<file path="config.mk">
export PLATFORM = sky130hd
export DESIGN_NAME = regdiv_top
export DESIGN_NICKNAME = d
export VERILOG_FILES = /design/src/rtl/regdiv_pkg.sv /design/src/rtl/regdiv_mag.sv /design/src/rtl/regdiv_engine.sv /design/src/rtl/regdiv_top.sv
export SDC_FILE = /design/constraint.sdc
export NUM_CORES = 1
export LEC_CHECK = 0
export ABC_CLOCK_PERIOD_IN_PS = 4600
export BUFFER_PORTS_ARGS = -buffer_cell sky130_fd_sc_hd__buf_2
export CAP_MARGIN = 25
export CORE_MARGIN = 2
export CORE_UTILIZATION = 67
export DETAILED_ROUTE_END_ITERATION = 6
export PLACE_DENSITY = 0.89
export REMOVE_ABC_BUFFERS = 1
export SYNTH_ARGS = -nofsm -noshare
export SYNTH_HDL_FRONTEND = slang
export SYNTH_SLANG_ARGS = --single-unit
</file>
<file path="constraint.sdc">
create_clock -name clk -period 4.6 [get_ports clk]
set_input_delay 0.23 -clock clk [delete_from_list [all_inputs] [get_ports clk]]
set_output_delay 0.23 -clock clk [all_outputs]
set_load 0.01 [all_outputs]
</file>
<file path="src/rtl/regdiv_pkg.sv">
package regdiv_pkg;

    localparam int IDX_W = 2;

    typedef enum logic [1:0] {
        ENG_IDLE,
        ENG_RUN,
        ENG_FIX
    } eng_state_e;

    typedef enum logic [IDX_W-1:0] {
        REG_DVD = 2'd0,
        REG_DVS = 2'd1,
        REG_CSR = 2'd2,
        REG_RES = 2'd3
    } reg_idx_e;

    localparam int CSR_SIGNED = 0;
    localparam int CSR_REMSEL = 1;
    localparam int CSR_TRAP   = 2;
    localparam int CSR_DZ     = 4;
    localparam int CSR_BUSY   = 5;

endpackage

</file>
<file path="src/rtl/regdiv_mag.sv">
module regdiv_mag #(
    parameter int W = 32
) (
    input  logic [W-1:0] val,
    input  logic         is_signed,
    output logic [W-1:0] mag,
    output logic         neg
);

    always_comb begin
        neg = is_signed & val[W-1];
        mag = neg ? (~val + 1'b1) : val;
    end

endmodule

</file>
<file path="src/rtl/regdiv_engine.sv">
module regdiv_engine
    import regdiv_pkg::*;
#(
    parameter int W = 32
) (
    input  logic         clk,
    input  logic         rst_n,
    input  logic         start,
    input  logic         is_signed,
    input  logic [W-1:0] dvd,
    input  logic [W-1:0] dvs,
    output logic         busy,
    output logic         dz,
    output logic [W-1:0] quo,
    output logic [W-1:0] rem
);

    localparam int CW = $clog2(W + 1);

    typedef struct packed {
        eng_state_e   st;
        logic [CW-1:0] cnt;
        logic [W-1:0] acc;
        logic [W-1:0] shq;
        logic [W-1:0] dmag;
        logic [W-1:0] q_out;
        logic [W-1:0] r_out;
        logic         neg_q;
        logic         neg_r;
        logic         dz;
    } eng_t;

    eng_t s_d, s_q;

    logic [W-1:0] dvd_mag, dvs_mag;
    logic         dvd_neg, dvs_neg;
    logic [W:0]   trial;

    regdiv_mag #(.W(W)) u_mag_dvd (
        .val       (dvd),
        .is_signed (is_signed),
        .mag       (dvd_mag),
        .neg       (dvd_neg)
    );

    regdiv_mag #(.W(W)) u_mag_dvs (
        .val       (dvs),
        .is_signed (is_signed),
        .mag       (dvs_mag),
        .neg       (dvs_neg)
    );

    always_comb trial = {s_q.acc, s_q.shq[W-1]} - {1'b0, s_q.dmag};

    always_comb begin
        s_d = s_q;
        if (start) begin
            if (dvs == '0) begin
                s_d.st    = ENG_IDLE;
                s_d.dz    = 1'b1;
                s_d.q_out = '0;
                s_d.r_out = '0;
            end else begin
                s_d.st    = ENG_RUN;
                s_d.cnt   = CW'(W);
                s_d.acc   = '0;
                s_d.shq   = dvd_mag;
                s_d.dmag  = dvs_mag;
                s_d.neg_q = dvd_neg ^ dvs_neg;
                s_d.neg_r = dvd_neg;
                s_d.dz    = 1'b0;
            end
        end else begin
            case (s_q.st)
                ENG_RUN: begin
                    if (!trial[W]) begin
                        s_d.acc = trial[W-1:0];
                        s_d.shq = {s_q.shq[W-2:0], 1'b1};
                    end else begin
                        s_d.acc = {s_q.acc[W-2:0], s_q.shq[W-1]};
                        s_d.shq = {s_q.shq[W-2:0], 1'b0};
                    end
                    s_d.cnt = s_q.cnt - 1'b1;
                    if (s_q.cnt == CW'(1)) s_d.st = ENG_FIX;
                end
                ENG_FIX: begin
                    s_d.q_out = s_q.neg_q ? (~s_q.shq + 1'b1) : s_q.shq;
                    s_d.r_out = s_q.neg_r ? (~s_q.acc + 1'b1) : s_q.acc;
                    s_d.st    = ENG_IDLE;
                end
                default: s_d.st = ENG_IDLE;
            endcase
        end
    end

    always_ff @(posedge clk or negedge rst_n) begin
        if (!rst_n) s_q <= '0;
        else        s_q <= s_d;
    end

    always_comb begin
        busy = (s_q.st != ENG_IDLE);
        dz   = s_q.dz;
        quo  = s_q.q_out;
        rem  = s_q.r_out;
    end

    // a zero divisor finishes at once with a flagged zero result
    p_zero_start_r6: assert property (@(posedge clk) disable iff (!rst_n)
        (start && dvs == '0) |=> (!busy && dz && quo == '0 && rem == '0));

    // a nonzero start clears the flag and raises busy
    p_nonzero_start_r8: assert property (@(posedge clk) disable iff (!rst_n)
        (start && dvs != '0) |=> (busy && !dz));

    // the loop counter never runs dry while iterating
    p_run_cnt_r4: assert property (@(posedge clk) disable iff (!rst_n)
        (s_q.st == ENG_RUN) |-> (s_q.cnt != '0 && s_q.cnt <= CW'(W)));

    // completion always passes through the sign fix-up cycle
    p_fall_after_fix_r4: assert property (@(posedge clk) disable iff (!rst_n)
        $fell(busy) |-> ($past(s_q.st) == ENG_FIX));

endmodule

</file>
<file path="src/rtl/regdiv_top.sv">
module regdiv_top
    import regdiv_pkg::*;
#(
    parameter int W = 32
) (
    input  logic             clk,
    input  logic             rst_n,
    input  logic             bus_req,
    input  logic             bus_wr,
    input  logic [IDX_W-1:0] bus_addr,
    input  logic [W-1:0]     bus_wdata,
    output logic [W-1:0]     bus_rdata,
    output logic             bus_ready,
    output logic             bus_err
);

    typedef struct packed {
        logic [W-1:0] dvd;
        logic [W-1:0] dvs;
        logic         sgn;
        logic         remsel;
        logic         trap;
    } top_t;

    top_t r_d, r_q;

    reg_idx_e     idx;
    logic         blocked, wr_en, start;
    logic         eng_busy, eng_dz;
    logic [W-1:0] eng_quo, eng_rem, csr_word;

    regdiv_engine #(.W(W)) u_engine (
        .clk       (clk),
        .rst_n     (rst_n),
        .start     (start),
        .is_signed (r_q.sgn),
        .dvd       (r_q.dvd),
        .dvs       (bus_wdata),
        .busy      (eng_busy),
        .dz        (eng_dz),
        .quo       (eng_quo),
        .rem       (eng_rem)
    );

    always_comb begin
        idx       = reg_idx_e'(bus_addr);
        blocked   = eng_busy && ((idx == REG_RES && !bus_wr) ||
                                 (idx == REG_DVS && bus_wr));
        bus_ready = bus_req && !blocked;
        wr_en     = bus_ready && bus_wr;
        start     = wr_en && (idx == REG_DVS);

        r_d = r_q;
        if (wr_en) begin
            case (idx)
                REG_DVD: r_d.dvd = bus_wdata;
                REG_DVS: r_d.dvs = bus_wdata;
                REG_CSR: begin
                    r_d.sgn    = bus_wdata[CSR_SIGNED];
                    r_d.remsel = bus_wdata[CSR_REMSEL];
                    r_d.trap   = bus_wdata[CSR_TRAP];
                end
                default: ;
            endcase
        end

        csr_word             = '0;
        csr_word[CSR_SIGNED] = r_q.sgn;
        csr_word[CSR_REMSEL] = r_q.remsel;
        csr_word[CSR_TRAP]   = r_q.trap;
        csr_word[CSR_DZ]     = eng_dz;
        csr_word[CSR_BUSY]   = eng_busy;

        bus_rdata = '0;
        bus_err   = 1'b0;
        if (bus_ready && !bus_wr) begin
            case (idx)
                REG_DVD: bus_rdata = r_q.dvd;
                REG_DVS: bus_rdata = r_q.dvs;
                REG_CSR: bus_rdata = csr_word;
                default: begin
                    if (r_q.trap && eng_dz) bus_err = 1'b1;
                    else bus_rdata = r_q.remsel ? eng_rem : eng_quo;
                end
            endcase
        end
    end

    always_ff @(posedge clk or negedge rst_n) begin
        if (!rst_n) r_q <= '0;
        else        r_q <= r_d;
    end

    // a result read during a running division is held off
    p_stall_res_r5: assert property (@(posedge clk) disable iff (!rst_n)
        (bus_req && !bus_wr && bus_addr == REG_RES && eng_busy) |-> !bus_ready);

    // an error response needs a completing transfer, a set flag and the trap enabled
    p_err_needs_flag_r7: assert property (@(posedge clk) disable iff (!rst_n)
        bus_err |-> (bus_ready && eng_dz && r_q.trap && !eng_busy));

    // a start is never accepted on top of a running division
    p_no_restart_r4: assert property (@(posedge clk) disable iff (!rst_n)
        start |-> !eng_busy);

    // an idle engine with the flag set holds zero results
    p_zero_hold_r6: assert property (@(posedge clk) disable iff (!rst_n)
        (eng_dz && !eng_busy) |-> (eng_quo == '0 && eng_rem == '0));

endmodule

</file>
=== Yosys cells after proc, flatten, opt, wreduce, memory -nomap -nowiden ===
Cells that the tools add are included.

* Eq/ne operators: 9
* Muxes and demuxes: 22
* Divide/modulo/power cells: 0
* Reductions and logical operators: 23
* $lt $le $gt $ge: 0
* Add/subtract/negate cells: 6
* Multipliers: 0
* Shift-type cells: 0
* Bitwise logic cells: 8

{| class="wikitable"
|+ Operator list
! kind !! number
|-
| $mux 64 || 4
|-
| $mux 32 || 7
|-
| $add 32x1->32 const B || 4
|-
| $not 32->32 || 4
|-
| $mux 102 || 1
|-
| $pmux 32 s3 || 1
|-
| $mux 72 || 1
|-
| $mux 70 || 1
|-
| $sub 33x32->33 || 1
|-
| $logic_not 32->1 || 1
|-
| $reduce_and 2->1 || 6
|-
| $logic_and 1x1->1 || 8
|-
| $eq 2x2->1 const B || 3
|-
| $eq 6x1->1 const B || 1
|-
| $reduce_bool 2->1 || 3
|-
| $sub 6x1->6 const B || 1
|-
| $mux 1 || 5
|-
| $eq 2x1->1 const B || 2
|-
| $mux 2 || 2
|-
| $ne 3x2->1 const B || 1
|-
| $reduce_or 3->1 || 1
|-
| $and 1x1->1 || 2
|-
| $logic_not 1->1 || 2
|-
| $logic_not 2->1 || 1
|-
| other kinds (5) || 5
|}

* Bits in registers: 238
* ROM bits: 0
* Latch bits: 0
* Bits in writable memories: 0
* Memories: 0

=== Depth between registers and ports, before layout ===
* Word-level depth: 10
* Mapped depth: 14
* Gate-level depth less buffers: 13

=== Cells and area by module ===
From an unflattened synthesis, not the netlist that was laid out.

* Cells, all modules: 1,755
* Area total of the unflattened synthesis: 15,828.9 um^2

{| class="wikitable"
|+ Modules (own cells, without submodules)
! module !! cells each !! area an instance (um^2) !! times used !! seq. area each (um^2)
|-
| regdiv_engine || 1,239 || 10,677.7 || 1 || 4,279.1
|-
| regdiv_top || 304 || 3,737.3 || 1 || 1,676.6
|-
| regdiv_mag || 106 || 706.9 || 2 || 0.0
|}

=== Worst setup path after synthesis ===
Ideal clock, no wire load.

* Path type: register to register
* Start: register u_engine.s_q[67] (netlist name)
* End: register u_engine.s_q[134] (netlist name)
* Slack: 1.445 ns
* Path buffers: 1
* Period minus slack after synthesis: 3.155 ns
* Library setup time: 0.127 ns
* Cell stages (with the launch flop): 14
* Required time: 4.473 ns
* Arrival: 3.028 ns
* Cells stage by stage: dfrtp_1 > ha_1 > fa_1 > nand2b_1 > a21oi_1 > o211ai_1 > a31o_2 > a21oi_1 > o21ai_1 > o21ai_1 > xor2_1 > buf_2 > nor2_1 > a221o_2

* Word-level cells in the longest chain between the ends: 4

{| class="wikitable"
|+ Ends and longest elaborated chain
! what !! RTL line !! RTL
|-
| from (decl) || regdiv_engine.sv:33 || <nowiki>eng_t s_d, s_q;</nowiki>
|-
| from (signal assigned) || regdiv_engine.sv:97 || <nowiki>if (!rst_n) s_q <= '0;</nowiki>
|-
| from (signal assigned) || regdiv_engine.sv:98 || <nowiki>else s_q <= s_d;</nowiki>
|-
| $sub 33x32->33 || regdiv_engine.sv:53 || <nowiki>always_comb trial = {s_q.acc, s_q.shq[W-1]} - {1'b0, s_q.dmag};</nowiki>
|-
| $mux 64 || regdiv_engine.sv:76 || <nowiki>if (!trial[W]) begin</nowiki>
|-
| $mux 70 || regdiv_engine.sv:74 || <nowiki>case (s_q.st)</nowiki>
|-
| $mux 72 || regdiv_engine.sv:57 || <nowiki>if (start) begin</nowiki>
|}

Every way passes these cells. The select of a mux whose other input is x is not followed.
A chain may end at the register's enable or synchronous reset.

=== Final worst setup path ===
* Start: register u_engine.s_q[145] (netlist name)
* End: register u_engine.s_q[134] (netlist name)

The elaborated chain is that of the path after synthesis.

==> results.yml <==
timing:
  rsz0062_at_grt: "no"
  finalSetupViolCount: 0
  max_freq_mhz: 258.9
  finalCriticalPeriod_ps: 3862
  slew_headroom_pct: 28.44
  period_share_pct: 83.96
  finalHoldViolCount: 0
  clock_skew_ps: 9.898
  slew_viol_final: 0
  setup_slack_ps: 738.0
  worst_pin_slew_ps: 1073
die:
  die-height_um: 152.5
  fp.dieW_um: 152.5
  die_area_mm2: 0.02325
  core_mm2: 0.02176
  num_io_pins: 72
  start_util_pct: 67.89
  row_count: 54
routing:
  routed_wl_mm: 43.10
  drtAntennaViolNets: 0
  vias_per_cell: 6.648
  drc: 0
  drt_first_pass_iters: 7
  vias: 13330
  wire_per_inst_um: 21.50
  first_iter_violations: 1717
cts:
  cts_tree: "built"
  h-tree-depth: 1
  path_clk_slew_ps: 60
  cts_hold_buf: 20
  cts.sinks: 238
  cts-root-buf: "clkbuf_16"
  postCtsSetupBuffers: 0
  cts_resized: 0
  cts_made_buffers: 26
  clkLatencyLatePin_ps: 540
  clock_path_buffers: 3
worst_setup_path:
  path_class: "reg2reg"
  crit_end: "u_engine.s_q[134]"
  r2r_end: "u_engine.s_q[134]"
  crit_start: "u_engine.s_q[145]"
  reg2reg_slack_ps: 740
  crit_path_max_fanout: 26
  worstPathArrival_ps: 4280
  endpoint_kind: "flip-flop"
  setup.worst_path.start_class: "flip-flop"
  reg2reg_depth: 12
  r2r_start: "u_engine.s_q[145]"
  worstPathRequired_ps: 5020
finish:
  post_route_cells_drive_above_1_share_pct: 11.72
  fin_area_mm2: 0.01635
  fin_nets: 1785
  layout_commonest_cell: "nand2_1"
  fin_cells: 2005
  final_cell_mix: "271 x nand2_1, 237 x dfrtp_1, 181 x o21ai_0"
  area_delta_synth_final_pct: 10.68
logic_synthesis:
  yosysWarnings: 0
  synth-seq-cells: 238
  ys_seq_area_share_pct: 40.33
  synth.avg_cell_area_um2: 8.849
  synth_cells: 1669
  synth_ff_type: "dfrtp_1"
  syn-cell-area_mm2: 0.01477
  synth_edf_count: 0
  synth_async_sr_flop_share_pct: 100.0
  synth_cell_types: 77
flow_run:
  maxCapViolCount: 0
grt:
  grt_pass1_wl_mm: 69.09
  grt_usage_pct: 36.71
  grt_antenna_before_repair: 1
  first_global_vias: 13030
  overflow: 0
  grt_max_degree: 124
placed_design:
  pre_cts_ws_ps: 886.9
  routabilityCongestion: 0.9276
  placed_cells: 1940
  place_area_mm2: 0.01526
  io_buffers: 71
  dp_hpwl_mm: 27.90
power_and_ir_drop:
  power_leakage_uw: 0.007490
  finalPower_uw: 10970
  ir_drop_v: 0.0003996
  p_per_area_mw_per_mm2: 671.1
hold_path:
  worstHoldPathType: "in2reg"
  hold_depth: 3
status:
  status: "finished clean"
[power by group]
| group | switching (µW) | internal, µW |
|---|---|---|
| Clock | 853 | 1330 |
| Sequential | 1020 | 2930 |
| Combinational | 2770 | 2070 |
| Total | 4640 | 6330 |
[synth_stat cells (all sizes together) (32+ instances only)]
cell	instances	share of area (%)
inv	60	1.5
dfrtp	238	40
clkbuf	65	1.7
o21ai	190	6.4
ha	38	3.2
xor2	100	5.9
a21oi	72	2.4
nand2	272	6.9
xnor2	50	3.0
nor2	98	2.5
buf	32	1.2
mux2i	83	5.6
and2	34	1.4
mux2	38	2.9
[cell families after synthesis]
| family | Yosys count | share of synthesized area, % |
|---|---|---|
| AO/OA/AOI/OAI | 412 | 17.07 |
| XOR/XNOR | 150 | 8.895 |
| adder cells (fa/ha/maj) | 39 | 3.355 |
| buffers and inverters | 160 | 4.532 |
| flip-flops | 238 | 40.33 |
| multiplexers | 122 | 8.675 |
| AND/OR/NAND/NOR | 548 | 17.15 |
[per-stage QoR]
stage | setup TNS (ps) | hold WS [ps] | util [%]
after floorplan | -1480 | -65.59 | -
after global placement | 0 | 367.2 | 70.15
after detailed placement | 0 | 369.7 | 70.15
after CTS | 0 | 1.800 | 75.13
after global routing | 0 | 10.85 | 75.14
final | 0 | 9.604 | 75.14
[layout make-up]
| class | instances | area (µm²) |
|---|---|---|
| repair buffers | 110 | 733.2 |
| flip-flops and latches | 238 | 5957 |
| inverters | 61 | 230.2 |
| diodes | 1 | 2.502 |
| clock buffers | 38 | 777.0 |
| multi-input cells | 1271 | 8192 |
| well taps | 280 | 350.3 |
| fillers | 1422 | 5409 |
| clock inverters | 6 | 105.1 |
[registers in the layout, indices dropped and copies added, names as in the netlist]
name,count
u_engine.dz,1
u_engine.rem,32
r_q,64
u_engine.quo,32
csr_word,3
u_engine.s_q,106
[worst max-delay path, stage by stage (launching register included)]
cell and delay (ps):
dfrtp_1 470, ha_1 420, nand2_1 160, nor4_1 410, o211ai_1 250, a31o_2 280, a21oi_1 210, o21ai_1 150
o21ai_1 420, xor2_4 280, buf_12 240, nor2_1 80, a221o_2 340
[how the worst min path moves through the flow]
stage | start | to | slack (ps)
2_1_floorplan | rst_n | csr_word[0] | -70
3_3_place_gp | rst_n | u_engine.s_q[75] | 370
6_report | bus_wdata[7] | r_q[10] | 10
5_1_grt | bus_wdata[31] | u_engine.s_q[2] | 10
4_1_cts | bus_wdata[11] | r_q[14] | 2
3_5_place_dp | rst_n | u_engine.s_q[166] | 370
[routing by layer]
metal  track usage, %  part of all wire, %  up-vias
li1                 -                    -     5919
met1            49.36                   38     6378
met2            58.77                   46      837
met3            6.257                   10      195
met4            16.93                  5.0        0
met5                0                    0        -
No activity file was read; power rests on OpenSTA's default activity.
